## src/rtl/pcap_pkg.sv

```systemverilog
package pcap_pkg;

    localparam int PAT_W   = 32;
    localparam int BYTE_W  = 8;
    localparam int NUM_SRC = 2;

    typedef enum logic {
        SRC_LINE = 1'b0,
        SRC_REF  = 1'b1
    } cap_src_e;

    typedef struct packed {
        logic     fire;
        cap_src_e src;
    } cap_req_t;

    function automatic cap_src_e pick_source(input logic locked);
        return locked ? SRC_REF : SRC_LINE;
    endfunction

endpackage

```

## src/rtl/pcap_history.sv

```systemverilog
module pcap_history #(
    parameter int W = pcap_pkg::PAT_W
) (
    input  logic         clk,
    input  logic         rst,
    input  logic         rx_bit,
    output logic [W-1:0] hist_q
);

    always_ff @(posedge clk) begin
        if (rst) begin
            hist_q <= '0;
        end else begin
            hist_q <= {hist_q[W-2:0], rx_bit};
        end
    end

endmodule

```

## src/rtl/pcap_trigger.sv

```systemverilog
module pcap_trigger #(
    parameter int N = pcap_pkg::NUM_SRC
) (
    input  logic         clk,
    input  logic         rst,
    input  logic [N-1:0] src_lvl,
    output logic         fire
);

    logic [N-1:0] prev_q;
    logic [N-1:0] rise;

    for (genvar g = 0; g < N; g++) begin : g_src
        always_ff @(posedge clk) begin
            if (rst) begin
                prev_q[g] <= 1'b0;
            end else begin
                prev_q[g] <= src_lvl[g];
            end
        end
        assign rise[g] = src_lvl[g] & ~prev_q[g];
    end

    assign fire = |rise;

endmodule

```

## src/rtl/pcap_snap.sv

```systemverilog
module pcap_snap #(
    parameter int W = pcap_pkg::PAT_W
) (
    input  logic               clk,
    input  logic               rst,
    input  pcap_pkg::cap_req_t req,
    input  logic [W-1:0]       line_win,
    input  logic [W-1:0]       ref_win,
    output logic [W-1:0]       snap_q
);

    import pcap_pkg::*;

    logic [W-1:0] chosen;

    always_comb begin
        unique case (req.src)
            SRC_REF:  chosen = ref_win;
            default:  chosen = line_win;
        endcase
    end

    always_ff @(posedge clk) begin
        if (rst) begin
            snap_q <= '0;
        end else if (req.fire) begin
            snap_q <= chosen;
        end
    end

endmodule

```

## src/rtl/rx_pattern_capture.sv

```systemverilog
module rx_pattern_capture #(
    parameter int PAT_W  = pcap_pkg::PAT_W,
    parameter int BYTE_W = pcap_pkg::BYTE_W,
    parameter int SEL_W  = $clog2(PAT_W / BYTE_W)
) (
    input  logic              clk,
    input  logic              rst,
    input  logic              rx_bit,
    input  logic              in_lock,
    input  logic [PAT_W-1:0]  ref_window,
    input  logic              cap_ctl,
    input  logic              cap_pin,
    input  logic [SEL_W-1:0]  byte_sel,
    output logic [PAT_W-1:0]  snap,
    output logic [BYTE_W-1:0] rd_byte
);

    import pcap_pkg::*;

    localparam int NUM_LANES = PAT_W / BYTE_W;

    logic [PAT_W-1:0]  hist_q;
    logic              fire;
    cap_req_t          req;
    logic [BYTE_W-1:0] lane [NUM_LANES];

    pcap_history #(.W(PAT_W)) i_history (
        .clk    (clk),
        .rst    (rst),
        .rx_bit (rx_bit),
        .hist_q (hist_q)
    );

    pcap_trigger #(.N(NUM_SRC)) i_trigger (
        .clk     (clk),
        .rst     (rst),
        .src_lvl ({cap_pin, cap_ctl}),
        .fire    (fire)
    );

    assign req.fire = fire;
    assign req.src  = pick_source(in_lock);

    pcap_snap #(.W(PAT_W)) i_snap (
        .clk      (clk),
        .rst      (rst),
        .req      (req),
        .line_win (hist_q),
        .ref_win  (ref_window),
        .snap_q   (snap)
    );

    for (genvar g = 0; g < NUM_LANES; g++) begin : g_lane
        assign lane[g] = snap[PAT_W-1-g*BYTE_W -: BYTE_W];
    end

    assign rd_byte = lane[byte_sel];

endmodule

```

## config.mk

```make
export PLATFORM = sky130hd
export DESIGN_NAME = rx_pattern_capture
export DESIGN_NICKNAME = d
export VERILOG_FILES = /design/src/rtl/pcap_pkg.sv /design/src/rtl/pcap_history.sv /design/src/rtl/pcap_trigger.sv /design/src/rtl/pcap_snap.sv /design/src/rtl/rx_pattern_capture.sv
export SDC_FILE = /design/constraint.sdc
export NUM_CORES = 1
export LEC_CHECK = 0
export ABC_AREA = 1
export CAP_MARGIN = 10
export CORE_ASPECT_RATIO = 2
export CORE_UTILIZATION = 29
export DETAILED_ROUTE_END_ITERATION = 16
export HOLD_SLACK_MARGIN = 0.08
export PLACE_DENSITY = 0.59
export SKIP_LAST_GASP = 1
export SLEW_MARGIN = 40
export SYNTH_ARGS = -nofsm -noshare
export SYNTH_HDL_FRONTEND = slang
export SYNTH_SLANG_ARGS = --single-unit
```

## constraint.sdc

```tcl
create_clock -name clk -period 1.8 [get_ports clk]
set_input_delay 0.36 -clock clk [delete_from_list [all_inputs] [get_ports clk]]
set_output_delay 0.36 -clock clk [all_outputs]
set_load 0.02 [all_outputs]
```

### Yosys cells after proc, flatten, opt, wreduce, memory -nomap -nowiden

Index checks and enable logic that the tools add are counted.

| storage, ports and cells | value |
|---|---|
| register bits after elaboration | 66 |
| bits of input ports | 40 |
| output and inout port bits | 40 |
| logic and storage cells | 16 |

| operators by class | value |
|---|---|
| $lt $le $gt $ge | 1 |
| muxes and demuxes | 5 |
| bitwise logic cells | 5 |
| reduce and logical (&&, ||, !) cells | 1 |

Operator list:

| cell | number |
|---|---|
| two-way mux 32 bit | 1 |
| binary-select mux 8 bit (select 2 bit) | 1 |
| two-way mux 8 bit | 2 |
| greater-or-equal comparator 3 bit (second input constant) | 1 |
| NOT 2 -> 3 bit | 1 |
| bitwise AND 1 bit | 2 |
| NOT 1 bit | 2 |
| OR reduction 2 bit | 1 |
| two-way mux 1 bit | 1 |

### Logic depth before layout (Yosys ltp)

| depth | value |
|---|---|
| depth after elaboration | 4 |
| depth in mapped cells | 7 |

### By module

A second synthesis with hierarchy kept.

| second synthesis, totals | value |
|---|---|
| cells, all modules | 478 |
| area total of the unflattened synthesis | 3050.4 um2 |

By module, submodules not included:

| module | times used | cells an instance | area each (um2) | sequential area each (um2) |
|---|---|---|---|---|
| pcap_snap | 1 | 274 | 1666.6 | 640.6 |
| pcap_history | 1 | 99 | 914.6 | 640.6 |
| rx_pattern_capture | 1 | 94 | 395.4 | 0.0 |
| pcap_trigger | 1 | 11 | 73.8 | 40.0 |

### Least setup slack after synthesis

No wires, ideal clock.

| timing | value |
|---|---|
| path type | input -> output |
| from | in byte_sel[1] |
| to | out rd_byte[5] |
| arrival time | 994 ps |
| path slack | 446 ps |
| stages on the path | 5 |
| buffers on the path | 2 |
| path through | clkbuf_2 -> buf_2 -> a21oi_1 -> o21ai_0 -> nand2_1 |

| on the way | value |
|---|---|
| cells in the longest elaborated chain, start to end | 4 |

RTL lines:

| element | RTL line | RTL |
|---|---|---|
| start: declaration | rx_pattern_capture.sv:13 | `input logic [SEL_W-1:0] byte_sel,` |
| NOT 2 -> 3 bit (implied by the code) | rx_pattern_capture.sv:57 | `assign rd_byte = lane[byte_sel];` |
| binary-select mux 8 bit (select 2 bit) | rx_pattern_capture.sv:57 |  |
| two-way mux 8 bit (implied by the code) (2 in a row) | rx_pattern_capture.sv:57 |  |
| end: declaration | rx_pattern_capture.sv:15 | `output logic [BYTE_W-1:0] rd_byte` |

Every way passes these cells. The select of a mux whose other input is x is not followed.

### Worst setup path in the final report

| timing | value |
|---|---|
| from | reg i_snap.snap_q[14] |
| to | out snap[14] |

RTL lines:

| element | RTL line | RTL |
|---|---|---|
| start: declaration | pcap_snap.sv:9 | `output logic [W-1:0] snap_q` |
| start signal: assignment | pcap_snap.sv:27 | `snap_q <= chosen;` |
| end: declaration | rx_pattern_capture.sv:14 | `output logic [PAT_W-1:0] snap,` |

No word-level cell between the ends.

==> reports/summary.txt <==
Area contributors post-synth = dfxtp_1 43%, nor2_1 11%, nand2_1 9.9%
via count = 2803
htree depth = 3
RSZ-0062 raised after global routing = no
Final Cycle Share = 0.987
DR vias/cell = 4.35
Cells after Synth = 434
WHS = 0.430 ns
register area share after synthesis = 0.434
GRT Overall Usage = 0.170
final wirelength = 8.55 mm
root buf cell = clkbuf_16
DIE AREA = 10900 um^2
Remaining DRCs = 0
IO Pins = 80
Final HPWL DP = 6.40 mm
Yosys warnings = 0
worst clock skew = 0.00599 ns
initial core utilization = 0.300
# Post-CTS Setup Buffers = 0
Cell Rows = 52
CP max stage delay = 0.65 ns
slowest cell on the critical path = clkdlybuf4s50_1
Sw Ratio = 0.255
peak supply drop = 0.555 mV
First DRT Iteration DRCs = 173
post-route antenna net violation count = 0
syn avg cell area = 7.02 um^2
Critical Path AT = 1.42 ns
Area Growth Syn to Fin = 36.5%
startpoint types = flip-flop
Filler cells = 1099
total power = 4.12 mW
largest net degree at the start of global routing = 65
Worst-Margin Slew = 0.537 ns
clock sinks = 66
top-area cell type share of the netlist area = 0.434
Inserted Diodes = 0
most frequent cells in the layout = 91 x nor2_1, 80 x nand2_1, 69 x inv_1
Cell Area, Synth = 3050 um^2
PortBufs = 79
Non-Filler Instances = 644
first-pass GRT wire length = 13.5 mm
core box area = 10100 um^2
most common cell after layout, fill and taps aside = nor2_1
Die H = 147 um
Final Max Slew Viols = 0
Critical Path RT = 1.44 ns
Setup crit end kind = output port
Net count, final = 544
Clock Path Buffers = 2
footprint of the multi-input gates = 1200 um^2
crit path max fanout = 3
Clock transition at path regs = 0.05 ns
Sequential Area = 1320 um^2
Buf+Inv Stages, Crit Path = 1
Final min period = 1.78 ns
Cell Chain, Critical Path = clkdlybuf4s50_1
Final setup viols = 0
number of hold violations in the final report = 0
delay-heaviest family, CP = buffers and inverters
Max-cap violations = 0
Total Neg Setup Slack = 0 ns
antenna violations before repair = 0
NetSw = 1.05 mW
First-pass DRT Iterations = 4
post-synth net total = 474
share of cells above drive strength 1 = 0.0963
critical path class = reg2out
Worst slew margin = 0.641
number of library cell types mapped by synthesis = 19
drt wl/cell = 13.3 um
GP Congestion = 0.850
grt total ovfl = 0
clock power share = 0.441
TritonCTS clock tree = built
P_int = 3.07 mW
Worst-Skew Late Latency = 0.33 ns
CTS Buf Count = 9
min-delay worst type = reg2reg
Sequential Power Share = 0.386
Max Fclk = 0.563 GHz
status = finished clean
Yosys reg bits = 66
cell taking the most area after synthesis = dfxtp_1
combinational power share = 0.173
vias in the first global route = 2722
Pleak = 1.82 nW
Chip Width = 74.5 um
Cells after DPL = 627
Power Dens Cells = 991 nW/um^2
-- cells in the mapped netlist --
| cell | count |
|---|---|
| nor2_1 | 91 |
| nand2_1 | 80 |
| inv_1 | 69 |
| dfxtp_1 | 66 |
| nand3_1 | 32 |
| o21ai_1 | 27 |
| buf_6 | 14 |
| buf_2 | 9 |
| a21oi_1 | 8 |
| o211ai_1 | 8 |
| o21ai_0 | 8 |
| nor2_2 | 7 |
| o21ai_2 | 5 |
| buf_8 | 3 |
| nand2_4 | 3 |
| clkbuf_1 | 1 |
| clkbuf_2 | 1 |
| inv_2 | 1 |
| inv_4 | 1 |
-- final cells by class --
| type | instances | area share |
|---|---|---|
| timing repair buffer | 87 | 0.211 |
| inverter | 71 | 0.0647 |
| sequential | 66 | 0.318 |
| clock inverter | 1 | 0.00722 |
| clock buffer | 15 | 0.0692 |
| multi-input combinational | 269 | 0.289 |
| tap | 135 | 0.0406 |
-- path summary, 6_finish.rpt --
check | start | end | slack [ns] | cells past startpoint
min | i_history.hist_q[29]$_SDFF_PP0_ | i_history.hist_q[30]$_SDFF_PP0_ | 0.43 | 2
min reg2reg | i_history.hist_q[29]$_SDFF_PP0_ | i_history.hist_q[30]$_SDFF_PP0_ | 0.43 | 2
max | i_snap.snap_q[14]$_SDFFE_PP0P_ | snap[14] | 0.02 | 1
max reg2reg | i_trigger.prev_q[0]$_SDFF_PP0_ | i_snap.snap_q[18]$_SDFFE_PP0P_ | 0.65 | 6
-- flip-flops by register name, summed over array words and instances (netlist names) --
name,flops
i_history.hist_q,32
i_snap.snap_q,32
i_trigger.prev_q,2
-- per-stage QoR --
stage	cell area [um^2]	worst slack, ns	utilization
after global routing	4160	0.00524	0.410
final	4160	0.0238	0.410
after detailed placement	3830	-0.470	0.378
after CTS	4140	0.00284	0.408
after global placement	3830	-0.417	0.378
after floorplan	3050	0.446	-
-- power groups by stage --
stage	clock network, mW	logic [mW]	registers [mW]
after floorplan	0	0.372	1.66
after global placement	0	0.717	1.62
after detailed placement	0	0.724	1.62
after CTS	1.85	0.716	1.59
after global routing	1.92	0.784	1.59
final	1.82	0.714	1.59
-- cell families after synthesis --
family,count (synthesis),share of synthesized area
DFF,66,0.434
and+or+nand+nor,213,0.289
AOI/OAI and AO/OA,56,0.105
buffers and inverters,99,0.173
-- metal layers --
layer	share of wire	GRT usage
met1	0.38	0.181
met2	0.54	0.297
met3	0.040	0.0343
met4	0.041	0.0981
met5	0	0
-- repair_timing --
item | CTS | global route
setup endpoints to repair | 10 | 5
hold buffers | 0 | 0
cloned | 1 | 0
gates resized for setup | 36 | 7
Note: power is estimated with default switching activity, not from simulation.
